### src/rtl/dot4_acc_unit.sv
module dot4_acc_unit #(
  parameter int NE = 8,
  localparam int EW = $clog2(NE),
  localparam int CW = $clog2(NE + 1),
  localparam int VLW = CW + 2
) (
  input  logic              clk,
  input  logic              rst_n,
  input  logic              start,
  input  logic [31:0]       insn,
  input  logic              sew_is8,
  input  logic [VLW-1:0]    vl,
  input  logic [CW-1:0]     vstart,
  input  logic [32*NE-1:0]  vs2,
  input  logic [32*NE-1:0]  vs1,
  input  logic [32*NE-1:0]  vd_in,
  input  logic [NE-1:0]     vmask,
  output logic              busy,
  output logic              wr_en,
  output logic [EW-1:0]     wr_idx,
  output logic [31:0]       wr_data,
  output logic              done,
  output logic              illegal,
  output logic              vstart_clr
);
  localparam logic [31:0] OP_MASK  = 32'hFC00707F;
  localparam logic [31:0] OP_MATCH = 32'h8000005B;

  logic [EW-1:0] idx;
  logic [CW-1:0] nout_q;
  logic          masked_q;
  logic signed [31:0] dot;

  wire          hit  = (insn & OP_MASK) == OP_MATCH;
  wire [CW-1:0] nout = vl[VLW-1:2];
  wire          last = CW'(idx) == nout_q - CW'(1);

  always_comb begin
    dot = '0;
    for (int g = 0; g < 4; g++) begin
      logic signed [7:0]  a, b;
      logic signed [15:0] p;
      a = vs2[(int'(idx) * 4 + g) * 8 +: 8];
      b = vs1[(int'(idx) * 4 + g) * 8 +: 8];
      p = a * b;
      dot = dot + 32'(p);
    end
  end

  assign wr_idx  = idx;
  assign wr_en   = busy && (!masked_q || vmask[idx]);
  assign wr_data = vd_in[int'(idx) * 32 +: 32] + dot;

  always_ff @(posedge clk) begin
    if (!rst_n) begin
      busy       <= 1'b0;
      idx        <= '0;
      nout_q     <= '0;
      masked_q   <= 1'b0;
      done       <= 1'b0;
      illegal    <= 1'b0;
      vstart_clr <= 1'b0;
    end else begin
      done       <= 1'b0;
      illegal    <= 1'b0;
      vstart_clr <= 1'b0;
      if (busy) begin
        if (last) begin
          busy       <= 1'b0;
          done       <= 1'b1;
          vstart_clr <= 1'b1;
        end else begin
          idx <= idx + EW'(1);
        end
      end else if (start && hit) begin
        if (!sew_is8) begin
          done    <= 1'b1;
          illegal <= 1'b1;
        end else if (vstart >= nout) begin
          done       <= 1'b1;
          vstart_clr <= 1'b1;
        end else begin
          busy     <= 1'b1;
          idx      <= vstart[EW-1:0];
          nout_q   <= nout;
          masked_q <= !insn[25];
        end
      end
    end
  end

  AST_WR_IN_RANGE: assert property (@(posedge clk) disable iff (!rst_n)
    wr_en |-> (CW'(wr_idx) < nout_q));
  AST_IDX_STEP: assert property (@(posedge clk) disable iff (!rst_n)
    (busy && $past(busy) && $past(rst_n)) |-> (wr_idx == EW'($past(wr_idx) + EW'(1))));
  AST_DONE_PULSE: assert property (@(posedge clk) disable iff (!rst_n)
    done |=> !done);
  AST_CLR_WITH_DONE: assert property (@(posedge clk) disable iff (!rst_n)
    vstart_clr |-> (done && !illegal));
  AST_ILLEGAL_QUIET: assert property (@(posedge clk) disable iff (!rst_n)
    illegal |-> (done && !busy && !wr_en));
  AST_NO_WR_IDLE: assert property (@(posedge clk) disable iff (!rst_n)
    !busy |-> !wr_en);
endmodule

### config.mk
export PLATFORM = sky130hd
export DESIGN_NAME = dot4_acc_unit
export DESIGN_NICKNAME = d
export VERILOG_FILES = /design/src/rtl/dot4_acc_unit.sv
export SDC_FILE = /design/constraint.sdc
export NUM_CORES = 1
export LEC_CHECK = 0
export BUFFER_PORTS_ARGS = -buffer_cell sky130_fd_sc_hd__buf_2
export CORE_AREA = 2 2 333 335
export CTS_CLUSTER_SIZE = 28
export DETAILED_ROUTE_END_ITERATION = 12
export DIE_AREA = 0 0 335 337
export HOLD_SLACK_MARGIN = 0.1
export MAX_ROUTING_LAYER = met4
export SLEW_MARGIN = 20
export SYNTH_ARGS = -nofsm -noshare
export SYNTH_HDL_FRONTEND = slang
export SYNTH_SLANG_ARGS = --single-unit
### constraint.sdc
create_clock -name clk -period 15.3 [get_ports clk]
set_input_delay 3.06 -clock clk [delete_from_list [all_inputs] [get_ports clk]]
set_output_delay 3.06 -clock clk [all_outputs]
set_load 0.02 [all_outputs]
### Word-level counts from Yosys, hierarchy flattened

Cells that the tools add are included.

* reduce and logical (&&, ||, !) cells: 10
* bitwise operators: 4
* shift operators: 9
* multipliers: 4
* eq/ne operators: 4
* muxes and demuxes: 21
* $add $sub $neg: 9
* magnitude comparators: 2

Operators by type and width (number)
* $shiftx A256 B10 Y8: 6
* $shiftx A256 B9 Y8: 2
* $shiftx A256 B9 Y32: 1
* $mul A8 B8 Y16: 4
* $add A32 B32 Y32: 1
* $add A18 B16 Y19: 1
* $add A17 B16 Y18: 1
* $add A16 B16 Y17: 1
* $eq A16 B16 Y1 const B: 1
* $mux W1: 15
* $mux W3: 5
* $add A5 B2 Y6 const B: 2
* $reduce_and A4 Y1: 2
* $add A5 B1 Y6 const B: 1
* $eq A3 B4 Y1: 1
* $ge A4 B4 Y1: 1
* $lt A3 B4 Y1 const B: 1
* $ne A2 B2 Y1 const B: 2
* $not A1 Y1: 4
* $reduce_bool A2 Y1: 2
* $sub A4 B1 Y4 const B: 1
* $add A3 B1 Y3 const B: 1
* $bmux W1 S3: 1
* $reduce_or A3 Y1: 1
* 3 further kinds: 5

* word-level logic and storage cells: 70
* register bits after elaboration: 12
* input bits: 822
* output and inout bits: 40

### Depth between registers and ports, before layout

* depth after elaboration: 7
* depth in mapped cells: 50
* gate-level depth less buffers: 45

### Worst setup path after synthesis

No wires, ideal clock.

* kind: in2out
* from: input port vs2[231]
* to: output port wr_data[31]
* arrival time: 12.610 ns
* cell stages on the path: 34
* path slack: -0.370 ns
* buffers on the path: 2
* data required time: 12.240 ns
* cell sequence: mux4_2 -> mux2i_1 -> nand2b_1 -> inv_1 -> fa_1 -> fa_1 -> fa_1 -> inv_1 -> fa_1 -> inv_1 -> fa_1 -> fa_1 -> fa_1 -> inv_1 -> fa_1 -> inv_1 -> ha_1 -> a21o_1 -> a221oi_1 -> nand2_1 -> a2bb2oi_1 -> xnor2_2 -> buf_6 -> clkbuf_1 -> ha_1 -> a21o_1 -> o211ai_1 -> a21oi_1 -> o31ai_1 -> a21boi_1 -> o21ai_1 -> nor2b_4 -> o311ai_2 -> xnor2_1

* longest elaborated chain between the ends: 6
* elaborated cells on any way between the ends: 12
* classes of those cells: add/sub (4); mul (4); shift (4)

Ends and longest elaborated chain
* from (decl): RTL line 14 `input logic [32*NE-1:0] vs2,`
* $shiftx A256 B9 Y8 / $shiftx A256 B10 Y8 (equally long branches): RTL line 43 `a = vs2[(int'(idx) * 4 + g) * 8 +: 8];`
* $mul A8 B8 Y16: RTL line 45 `p = a * b;`
* $add A16 B16 Y17: RTL line 46 `dot = dot + 32'(p);`
* $add A17 B16 Y18: RTL line 46
* $add A18 B16 Y19 (*): RTL line 46
* $add A32 B32 Y32 (*): RTL line 52 `assign wr_data = vd_in[int'(idx) * 32 +: 32] + dot;`
* to (decl): RTL line 21 `output logic [31:0] wr_data,`

Every way passes the cells marked *; elsewhere a longest branch is shown, timed or not.

### Worst setup path in the final report

* from: input port vs1[122]
* to: output port wr_data[31]

* longest elaborated chain between the ends: 6
* elaborated cells on any way between the ends: 10
* classes of those cells: add/sub (4); mul (3); shift (3)

Ends and longest elaborated chain
* from (decl): RTL line 15 `input logic [32*NE-1:0] vs1,`
* $shiftx A256 B10 Y8: RTL line 44 `b = vs1[(int'(idx) * 4 + g) * 8 +: 8];`
* $mul A8 B8 Y16: RTL line 45
* $add A16 B16 Y17: RTL line 46
* $add A17 B16 Y18: RTL line 46
* $add A18 B16 Y19 (*): RTL line 46
* $add A32 B32 Y32 (*): RTL line 52

Marks and branches as above.

==> summary.txt <==
Outcome: finished, violations left
Violated checks: negative setup slack
Largest net degree at the start of global routing: 87
PnR worst setup slack: -0.406 ns
Top-Level Pins: 862
Placed cell area: 27300 um^2
Layout area overhead: 50.5%
F_max: 63.7 MHz
Crit path kind: in2out
Footprint of the multi-input gates: 17600 um^2
CP required: 12.24 ns
Worst r2r src: wr_idx[2]$_SDFFE_PN0P_
Initial Util: 17.3%
Final hold vios: 0
Crit Path Max Fanout: 5
Hold-critical path depth: 1
Clock slew at reported path FFs: 0.05 ns
Mapped Area: 19000 um^2
R2r setup slk: 12.73 ns
Final #Nets: 4239
Final Setup Violations: 10
Width of the chip: 335 um
RSZ-0062 raised after global routing: true
Post-Syn Nets: 3105
Register Area: 251 um^2
Root Buffer: clkbuf_16
Number of H-tree levels: 1
Vias in the first global route: 19700
Crit path time final: 15.71 ns
CTS tree: built
CP Capture Type: output port
EDFF count, synth: 0
Number of CTS-inserted buffers: 3
Yosys warning count: 0
Synth Register Bits: 12
Clk buf depth: 2
TNS Setup: -2.06 ns
WHS: 0.507 ns
Ys flop type: dfxtp_1
Post-synthesis cell type count: 65
Top cell type's share of synthesized area: 34.5%
Die footprint: 113000 um^2
WHS Endpoint: masked_q$_SDFFE_PN0P_
Initial antenna violation count: 54
Reg-to-reg critical path endpoint: wr_idx[2]$_SDFFE_PN0P_
Final Skew: 0.00434 ns
Worst EP arrival: 12.65 ns
Worst-skew pair later-pin latency: 0.25 ns
Most frequent cells after synthesis: inv_1, fa_1, mux4_2
Most frequent CP cell: fa_1
Hold Path Origin: masked_q$_SDFFE_PN0P_
Relative slew slack: 41.2%
Layout cells sized above 1: 53.5%
Max_cap viols: 0
Startpoint class of the critical path: primary input
Row cnt: 122
WL final: 94500 um
Avg Cell Area, Syn: 10.4 um^2
Total congestion overflow: 0
Non-Filler Cell Area, Final: 28600 um^2
R2R cell count: 10
Port Buf Inserts: 844
Die height: 337 um
Mapped Cells: 1821
Post-synth top area cell: fa_1
Drt first pass iters: 7
Slew at the pin with the worst max-slew slack: 0.883 ns
Via count: 18600
First-pass GRT wire length: 132000 um
Vias/cell: 4.21
Fin. max-slew vios: 0
DRC: 0
Routed wire per std cell: 21.4 um
FFs w/ async S/R, synth: 0%
Most frequent cell after synthesis: inv_1
Global router's overall resource usage: 16.7%
Hold Path Class: reg2reg
Dpl hpwl: 87600 um
Final period util: 103%
CP max stage delay: 0.55 ns
Sink Count: 12
Sequential fraction of the synthesis area: 1.27%
Synth top area cells: fa_1, mux4_2, ha_1
Filler cells: 11900
Initial DRC count: 1020
Cell Count Post-Placement: 4339
Core area: 110000 um^2
Post-Layout Cell Count: 4412
Gpl congestion: 0.926
Detail Route Antenna Nets: 0
Slowest CP cell: fa_1
[worst max-delay path by stage]
stage	startpoint	endpoint	slack, ns	depth (start not counted)
2_1_floorplan	vs1[248]	wr_data[31]	0.03	36
3_3_place_gp	vs1[253]	wr_data[31]	-0.82	40
3_5_place_dp	vs1[249]	wr_data[31]	-0.94	42
4_1_cts	vs1[98]	wr_data[31]	-0.44	44
5_1_grt	vs1[249]	wr_data[31]	-0.73	41
6_report	vs1[122]	wr_data[31]	-0.41	40
[area by class of cell]
cell class / instances / share of cell area, %
Multi-Input combinational cell: 1331 / 61.5
Timing Repair Buffer: 1190 / 25.4
Tap cell: 1426 / 6.24
Inverter: 417 / 5.49
Sequential cell: 12 / 0.880
Antenna cell: 32 / 0.280
Clock buffer: 4 / 0.276
[sequential cells by signal (all words and copies together), names as in the netlist]
signal / count
busy: 1
done: 1
illegal: 1
masked_q: 1
nout_q: 4
vstart_clr: 1
wr_idx: 3
[stage by stage]
step	setup WS, ns	util, %
after floorplan	0.0254	-
after global placement	-0.819	24.9
after detailed placement	-0.936	24.9
after CTS	-0.443	25.5
after global routing	-0.734	26.1
final	-0.406	26.1
[metal layers]
metal  global-route usage [%]  share of wire [%]
met5                        -                  0
met4                     4.07                2.9
met3                     1.77                6.3
met2                     28.5                 49
met1                     21.2                 42
[critical path: cells and delay by family]
family | cells | cell delay (ns)
adders and majority gates | 10 | 4.61
AOI/OAI and AO/OA | 12 | 2.35
buffers and inverters | 11 | 1.21
muxes | 2 | 0.70
and+or+nand+nor | 4 | 0.50
xor gates and xnor gates | 1 | 0.18
[kinds of logic after synthesis]
logic type | Yosys count | share of synthesized area, %
buffers and inverters | 478 | 9.62
adders and majority gates | 462 | 43.4
and+or+nand+nor | 365 | 8.65
muxes | 307 | 29.4
AOI/OAI and AO/OA | 137 | 4.93
xor gates and xnor gates | 60 | 2.81
DFF | 12 | 1.27
[cells in the final DEF (no fill, tap or decap), types with 37 or more instances in the layout]
cell	n
inv_1	404
nand2_1	69
mux2i_1	54
buf_6	40
nor2_1	183
fa_1	314
ha_1	127
mux2_2	37
buf_2	824
buf_4	306
mux4_2	194
[timing repair]
action,CTS,global route
gates resized for setup,102,103
endpoints found under the setup margin,14,17
pin swaps,75,84
hold buffers,0,0
setup buffers,22,18
Power is left out: the tool's default activity adds up to more than one toggle a clock period on the data nets, which glitch-free logic cannot reach.
